**config.mk**
```make
export PLATFORM = sky130hd
export DESIGN_NAME = refl_bridge
export DESIGN_NICKNAME = d
export VERILOG_FILES = /design/src/rtl/refl_pkg.sv /design/src/rtl/refl_win_match.sv /design/src/rtl/refl_fifo.sv /design/src/rtl/refl_regs.sv /design/src/rtl/refl_bridge.sv
export SDC_FILE = /design/constraint.sdc
export NUM_CORES = 2
export LEC_CHECK = 0
export ABC_AREA = 0
export BUFFER_PORTS_ARGS = -buffer_cell sky130_fd_sc_hd__buf_2
export CAP_MARGIN = 30
export CORE_UTILIZATION = 55
export CTS_BUF_LIST = sky130_fd_sc_hd__clkbuf_2 sky130_fd_sc_hd__clkbuf_4 sky130_fd_sc_hd__clkbuf_8
export DETAILED_ROUTE_END_ITERATION = 12
export HOLD_SLACK_MARGIN = 0.08
export PLACE_DENSITY = 0.76
export SYNTH_ARGS = -nofsm -noshare
export SYNTH_HDL_FRONTEND = slang
export SYNTH_HIERARCHICAL = 1
export SYNTH_SLANG_ARGS = --single-unit
```
**constraint.sdc**
```tcl
create_clock -name clk -period 11.35 [get_ports clk]
set_input_delay 0.5675 -clock clk [delete_from_list [all_inputs] [get_ports clk]]
set_output_delay 0.5675 -clock clk [all_outputs]
set_load 0.02 [all_outputs]
```
**src/rtl/refl_pkg.sv**
```systemverilog
package refl_pkg;
  localparam int ADDR_W = 24;
  localparam int DATA_W = 32;
  localparam int WORD_W = ADDR_W + DATA_W;

  typedef struct packed {
    logic [ADDR_W-1:0] addr;
    logic [DATA_W-1:0] data;
  } mirror_word_t;

  localparam logic [1:0] IDX_BASE  = 2'd0;
  localparam logic [1:0] IDX_LIMIT = 2'd1;
  localparam logic [1:0] IDX_STAT  = 2'd2;
endpackage

```
**src/rtl/refl_win_match.sv**
```systemverilog
module refl_win_match #(
  parameter int AW = 24
) (
  input  logic [AW-1:0] lo,
  input  logic [AW-1:0] hi,
  input  logic [AW-1:0] addr,
  output logic          hit
);
  always_comb hit = (addr >= lo) && (addr <= hi);
endmodule

```
**src/rtl/refl_fifo.sv**
```systemverilog
module refl_fifo #(
  parameter int W     = 56,
  parameter int DEPTH = 16
) (
  input  logic         clk,
  input  logic         rst,
  input  logic         push,
  input  logic [W-1:0] din,
  output logic         full,
  input  logic         pop,
  output logic         dvalid,
  output logic [W-1:0] dout
);
  localparam int AW = (DEPTH > 1) ? $clog2(DEPTH) : 1;
  localparam int CW = $clog2(DEPTH + 1);

  logic [W-1:0]  ram [DEPTH];
  logic [AW-1:0] wptr, rptr;
  logic [CW-1:0] fill, held;
  logic          do_push, take, load;

  always_comb begin
    full    = (fill == CW'(DEPTH));
    do_push = push && !full;
    take    = dvalid && pop;
    load    = (held != '0) && (!dvalid || take);
  end

  always_ff @(posedge clk) begin
    if (do_push) ram[wptr] <= din;
  end

  always_ff @(posedge clk) begin
    if (load) dout <= ram[rptr];
  end

  always_ff @(posedge clk) begin
    if (rst) begin
      wptr   <= '0;
      rptr   <= '0;
      fill   <= '0;
      held   <= '0;
      dvalid <= 1'b0;
    end else begin
      if (do_push) wptr <= (wptr == AW'(DEPTH-1)) ? '0 : wptr + AW'(1);
      if (load)    rptr <= (rptr == AW'(DEPTH-1)) ? '0 : rptr + AW'(1);
      held <= held + CW'(do_push) - CW'(load);
      fill <= fill + CW'(do_push) - CW'(take);
      if (load)      dvalid <= 1'b1;
      else if (take) dvalid <= 1'b0;
    end
  end
endmodule

```
**src/rtl/refl_regs.sv**
```systemverilog
module refl_regs
  import refl_pkg::*;
(
  input  logic              clk,
  input  logic              rst,
  input  logic              cfg_we,
  input  logic [1:0]        cfg_addr,
  input  logic [31:0]       cfg_wdata,
  input  logic              ovf_set,
  output logic [ADDR_W-1:0] win_lo,
  output logic [ADDR_W-1:0] win_hi,
  output logic              ovf,
  output logic [31:0]       cfg_rdata
);
  logic ovf_clr;
  always_comb ovf_clr = cfg_we && (cfg_addr == IDX_STAT) && cfg_wdata[0];

  always_ff @(posedge clk) begin
    if (rst) begin
      win_lo    <= '1;
      win_hi    <= '0;
      ovf       <= 1'b0;
      cfg_rdata <= '0;
    end else begin
      if (cfg_we && cfg_addr == IDX_BASE)  win_lo <= cfg_wdata[ADDR_W-1:0];
      if (cfg_we && cfg_addr == IDX_LIMIT) win_hi <= cfg_wdata[ADDR_W-1:0];
      if (ovf_set)      ovf <= 1'b1;
      else if (ovf_clr) ovf <= 1'b0;
      case (cfg_addr)
        IDX_BASE:  cfg_rdata <= 32'(win_lo);
        IDX_LIMIT: cfg_rdata <= 32'(win_hi);
        IDX_STAT:  cfg_rdata <= {31'd0, ovf};
        default:   cfg_rdata <= '0;
      endcase
    end
  end
endmodule

```
**src/rtl/refl_bridge.sv**
```systemverilog
module refl_bridge
  import refl_pkg::*;
#(
  parameter int QDEPTH = 16
) (
  input  logic              clk,
  input  logic              rst,
  input  logic              lb_valid,
  input  logic              lb_write,
  input  logic              lb_replay,
  input  logic [ADDR_W-1:0] lb_addr,
  input  logic [DATA_W-1:0] lb_data,
  output logic              tx_valid,
  input  logic              tx_ready,
  output logic [ADDR_W-1:0] tx_addr,
  output logic [DATA_W-1:0] tx_data,
  input  logic              rx_valid,
  output logic              rx_ready,
  input  logic [ADDR_W-1:0] rx_addr,
  input  logic [DATA_W-1:0] rx_data,
  output logic              mem_we,
  input  logic              mem_ready,
  output logic [ADDR_W-1:0] mem_addr,
  output logic [DATA_W-1:0] mem_data,
  input  logic              cfg_we,
  input  logic [1:0]        cfg_addr,
  input  logic [31:0]       cfg_wdata,
  output logic [31:0]       cfg_rdata
);
  logic [ADDR_W-1:0] win_lo, win_hi;
  logic              ovf_flag, ob_hit, ib_hit, ob_cand, ob_full, ib_full, ib_push;
  mirror_word_t      ob_in, ob_out, ib_in, ib_out;

  refl_regs u_regs (
    .clk(clk), .rst(rst), .cfg_we(cfg_we), .cfg_addr(cfg_addr),
    .cfg_wdata(cfg_wdata), .ovf_set(ob_cand && ob_full),
    .win_lo(win_lo), .win_hi(win_hi), .ovf(ovf_flag), .cfg_rdata(cfg_rdata)
  );

  refl_win_match #(.AW(ADDR_W)) u_ob_match (
    .lo(win_lo), .hi(win_hi), .addr(lb_addr), .hit(ob_hit)
  );
  refl_win_match #(.AW(ADDR_W)) u_ib_match (
    .lo(win_lo), .hi(win_hi), .addr(rx_addr), .hit(ib_hit)
  );

  always_comb begin
    ob_cand    = lb_valid && lb_write && !lb_replay && ob_hit;
    ob_in.addr = lb_addr;
    ob_in.data = lb_data;
    rx_ready   = !ib_full;
    ib_push    = rx_valid && rx_ready && ib_hit;
    ib_in.addr = rx_addr;
    ib_in.data = rx_data;
    tx_addr    = ob_out.addr;
    tx_data    = ob_out.data;
    mem_addr   = ib_out.addr;
    mem_data   = ib_out.data;
  end

  refl_fifo #(.W(WORD_W), .DEPTH(QDEPTH)) u_ob_q (
    .clk(clk), .rst(rst), .push(ob_cand), .din(ob_in), .full(ob_full),
    .pop(tx_ready), .dvalid(tx_valid), .dout(ob_out)
  );

  refl_fifo #(.W(WORD_W), .DEPTH(QDEPTH)) u_ib_q (
    .clk(clk), .rst(rst), .push(ib_push), .din(ib_in), .full(ib_full),
    .pop(mem_ready), .dvalid(mem_we), .dout(ib_out)
  );
endmodule

```
==> reports/results.txt <==
The run finished with clean final reports. The part of the total power dissipated in sequential elements was 48.1%; the residual overflow from global routing was 0. For the worst endpoint data arrival time, the log shows 6.06 ns. The die span in y came out at 379 um. The x dimension of the die works out to 379 um. For the final database, setup skew stands at 0.0902 ns.

After clock tree synthesis, the clock-pin slew on the worst setup and hold paths is 0.06 ns. The synthesized instance count is 3770. Root buffer cell: clkbuf_8. The logs give 6515 for the non-filler instance count after layout and 78100 um^2 for the post-synth design cell area.

The sequential-to-total area share from yosys stat was 76.1%. The number of placed instances, taps included, is 5828. Summed over all failing endpoints, the final setup total negative slack is 0 ns. The worst setup path is launched from an input pin. For the number of synthesis warnings, the log shows 6. Headroom to the max-slew limit came out at 32.1%. Before CTS, the worst setup slack after placement is 5.63 ns.

Of all cell types, the one taking the most synthesized area is edfxtp_1. The post-detailed-route via-to-cell ratio works out to 6.10. Entering global routing, the biggest net connects 156 pins. The logs give 64.0% for the core occupancy in the finished layout and 143000 um^2 for the die area. The logs give 29.8 nW for the leakage power and 31.7% for the part of the power in the clock network. After synthesis, the cell types taking the most area are edfxtp_1 (73%), mux4_2 (13%), dfxtp_1 (2.8%). On the final layout, the worst hold slack is 0.268 ns. The tools report the total setup violations reported at the end of the flow as 0.

The first detailed-routing pass took 6 iterations. In this run the count of I/O pins placed on the die edge is 302. The class of the tightest hold or removal check was input pin to flop. Routability-driven placement finished with a final weighted congestion of 0.829.

The setup path with the least slack is of type input pin to flop. The number of input and output port buffers inserted was 285; the remaining antenna violation count was 0. The run gives 89700 um^2 as the final instance area. The run gives 0 as the final count of hold timing violations.

The synthesized area divided by synthesized cell count is 20.7 um^2, and the final-report max-slew violation count is 0. For this configuration, the core starts out at a cell density of 55.7%. Summed over its instances, the top area cell type makes up 73.2% of the synthesized netlist area. For this design the ratio of total power to cell area is 204 nW/um^2. After layout, the worst setup slack is 5.85 ns. For this design, the slowest cell found on the critical path is buf_4.

The average detailed-routed wire length per instance is 27.1 um, and the total clock buffers created by CTS is 325. For this run, the total global-route usage over all layers was measured as 24.8%. Walking the worst path, the cells encountered are dlygate4sd3_1 > buf_2 > inv_1 > ha_1 > nand2b_1 > a31oi_1 > nor4_1 > o21ai_0 > a2111oi_0 > a2bb2oi_1 > and4b_1 > and2_1 > nand2_1 > nor3_2 > buf_4.

The library cell used most frequently in the layout, excluding fill and tap cells, is edfxtp_1. After floorplanning, the core was sized to cover 140000 um^2. For the overall power consumption, the log shows 18.3 mW.

The count of state elements after synthesis was 2015. The layout has 9149 filler cells. Combinational logic is responsible for 20.2% of the overall power.

The run gives 14 as the initial antenna violation count. The worst setup path is captured at a flop. The clock passes through at most 4 buffers. TritonCTS built the clock tree.

Counting distinct cell types in the post-synthesis netlist gives 55. The H-tree generated during clock tree synthesis spans 5 levels. The post-route netlist has 29.4% of its cells at a drive strength greater than 1. The tools report the total clock sinks as 2015.

The maximum clock frequency is 182 MHz, and the count of standard-cell rows is 137. In the layout the commonest cells are edfxtp_1 (1904), mux4_2 (448), clkbuf_8 (337), buf_2 (284), a22oi_1 (224). Data required time of the critical path: 11.91 ns.

Among all flip-flop cells after synthesis, the most frequent one is edfxtp_1. Setup repair after global routing left no endpoint under its margin. The largest vdd supply drop came out at 0.211 mV.

The run gives 176 mm as the total wire length after detailed routing. The via count of the first global-routing pass was 40700; the violation count after the first detailed-route iteration was 4063. The switching power as a share of total power is 26.6%, and the global-route wire length before repair is 257 mm.

The clock reaches the later pin of the worst-skew pair after 1.03 ns. The analysis attributes to net switching a power of 4.88 mW. In the synthesized netlist the async set-or-reset flop fraction comes to 0%. The area added between synthesis and finish was 14.9%; the max-capacitance violation count was 0.

For this run, the slowest stage of the critical path takes 0.85 ns. HPWL after detailed placement: 94.7 mm. The final critical path time including I/O delays and setup was 5.50 ns; the transition at the pin with the smallest max-transition slack was 1.02 ns. For this run, design rule violations remaining after detail routing come to 0. Along the worst path, the maximum fanout reaches 49. The synthesized design contains 1904 enable-type register cells. Dividing the final minimum period by the clock period gives 48.4%. In the final design database the tool counted 4715 nets. The internal portion of the total power is 13.4 mW. The final route contains 39700 vias. Once placement finished, the instance area stood at 82200 um^2.
[synthesized netlist by cell type, drive strengths merged (50+ instances only)]
cell and count:
nand2b 56, a22oi 224, inv 131, ha 130, a21oi 50, buf 103
dfxtp 111, mux4 448, nand2 144, nor2 124, clkbuf 92, edfxtp 1904
mux2i 76
[kinds of logic after synthesis]
| family | count (synthesis) | synth area share (%) |
|---|---|---|
| mux | 524 | 13.9 |
| other cells | 1 | 0.00480 |
| xor+xnor | 12 | 0.135 |
| simple gates | 426 | 2.63 |
| flops | 2015 | 76.1 |
| fa+ha+maj | 134 | 2.19 |
| buf+inv | 326 | 2.03 |
| compound gates | 332 | 3.03 |
[per-layer routing]
| layer | up-vias | share of wire (%) | global-route usage, % |
|---|---|---|---|
| met4 | 6 | 2.3 | 7.27 |
| li1 | 16700 | - | - |
| met2 | 2105 | 48 | 38.1 |
| met5 | - | 0.018 | 0 |
| met1 | 20600 | 41 | 36.4 |
| met3 | 289 | 8.9 | 4.99 |
[timing repair]
item,4_1_cts,5_1_grt
buffers inserted,0,0
resized for setup,0,0
endpoints found under the hold margin,1862,0
hold buffers,142,0
[worst paths after layout]
path	end	slack (ns)	cells past startpoint	from
min	u_ib_q/wptr[1]	0.27	5	rx_valid
max	u_ob_q/ram[2][21]	5.85	15	lb_addr[0]
min reg2reg	u_regs/win_hi[23]	0.53	2	u_regs/win_hi[23]
max reg2reg	u_ob_q/ram[2][21]	5.90	12	u_regs/win_hi[19]
[power groups by stage]
stage          clock network, mW  registers (mW)  logic (mW)
6_report                    5.80            8.81        3.70
2_1_floorplan                  0            9.06        2.55
3_5_place_dp                   0            8.97        3.65
3_3_place_gp                   0            8.97        3.56
5_1_grt                     6.20            8.83        3.97
4_1_cts                     5.89            8.82        3.70
[flip-flops by register name (all words and copies together), names as in the netlist]
| signal | flops |
|---|---|
| u_ob_q/dvalid | 1 |
| u_ob_q/dout | 56 |
| u_ib_q/dout | 56 |
| u_regs/win_hi | 24 |
| u_ob_q/fill | 5 |
| u_ob_q/ram | 896 |
| u_regs/ovf | 1 |
| u_ob_q/wptr | 4 |
| u_ib_q/dvalid | 1 |
| u_ib_q/wptr | 4 |
| u_ob_q/rptr | 4 |
| u_ib_q/rptr | 4 |
| u_ib_q/ram | 896 |
| u_regs/win_lo | 24 |
| u_ib_q/held | 5 |
| u_ib_q/fill | 5 |
| u_regs/cfg_rdata | 24 |
| u_ob_q/held | 5 |
[final cells by class]
| class | instances | area, um^2 | share of cell area (%) |
|---|---|---|---|
| Timing Repair Buffer | 517 | 4080 | 4.55 |
| Inverter | 131 | 492 | 0.548 |
| Clock inverter | 78 | 399 | 0.445 |
| Tap cell | 1876 | 2350 | 2.62 |
| Antenna cell | 8 | 20.0 | 0.0223 |
| Clock buffer | 454 | 5520 | 6.15 |
| Sequential cell | 2015 | 59400 | 66.3 |
| Multi-Input combinational cell | 1436 | 17400 | 19.4 |
[worst max-delay path, delay by kind of cell]
family	cells	cell delay, ns
compound gates	4	1.08
fa+ha+maj	1	0.31
buf+inv	4	1.96
simple gates	6	2.05
No activity file was read; power rests on OpenSTA's default activity.
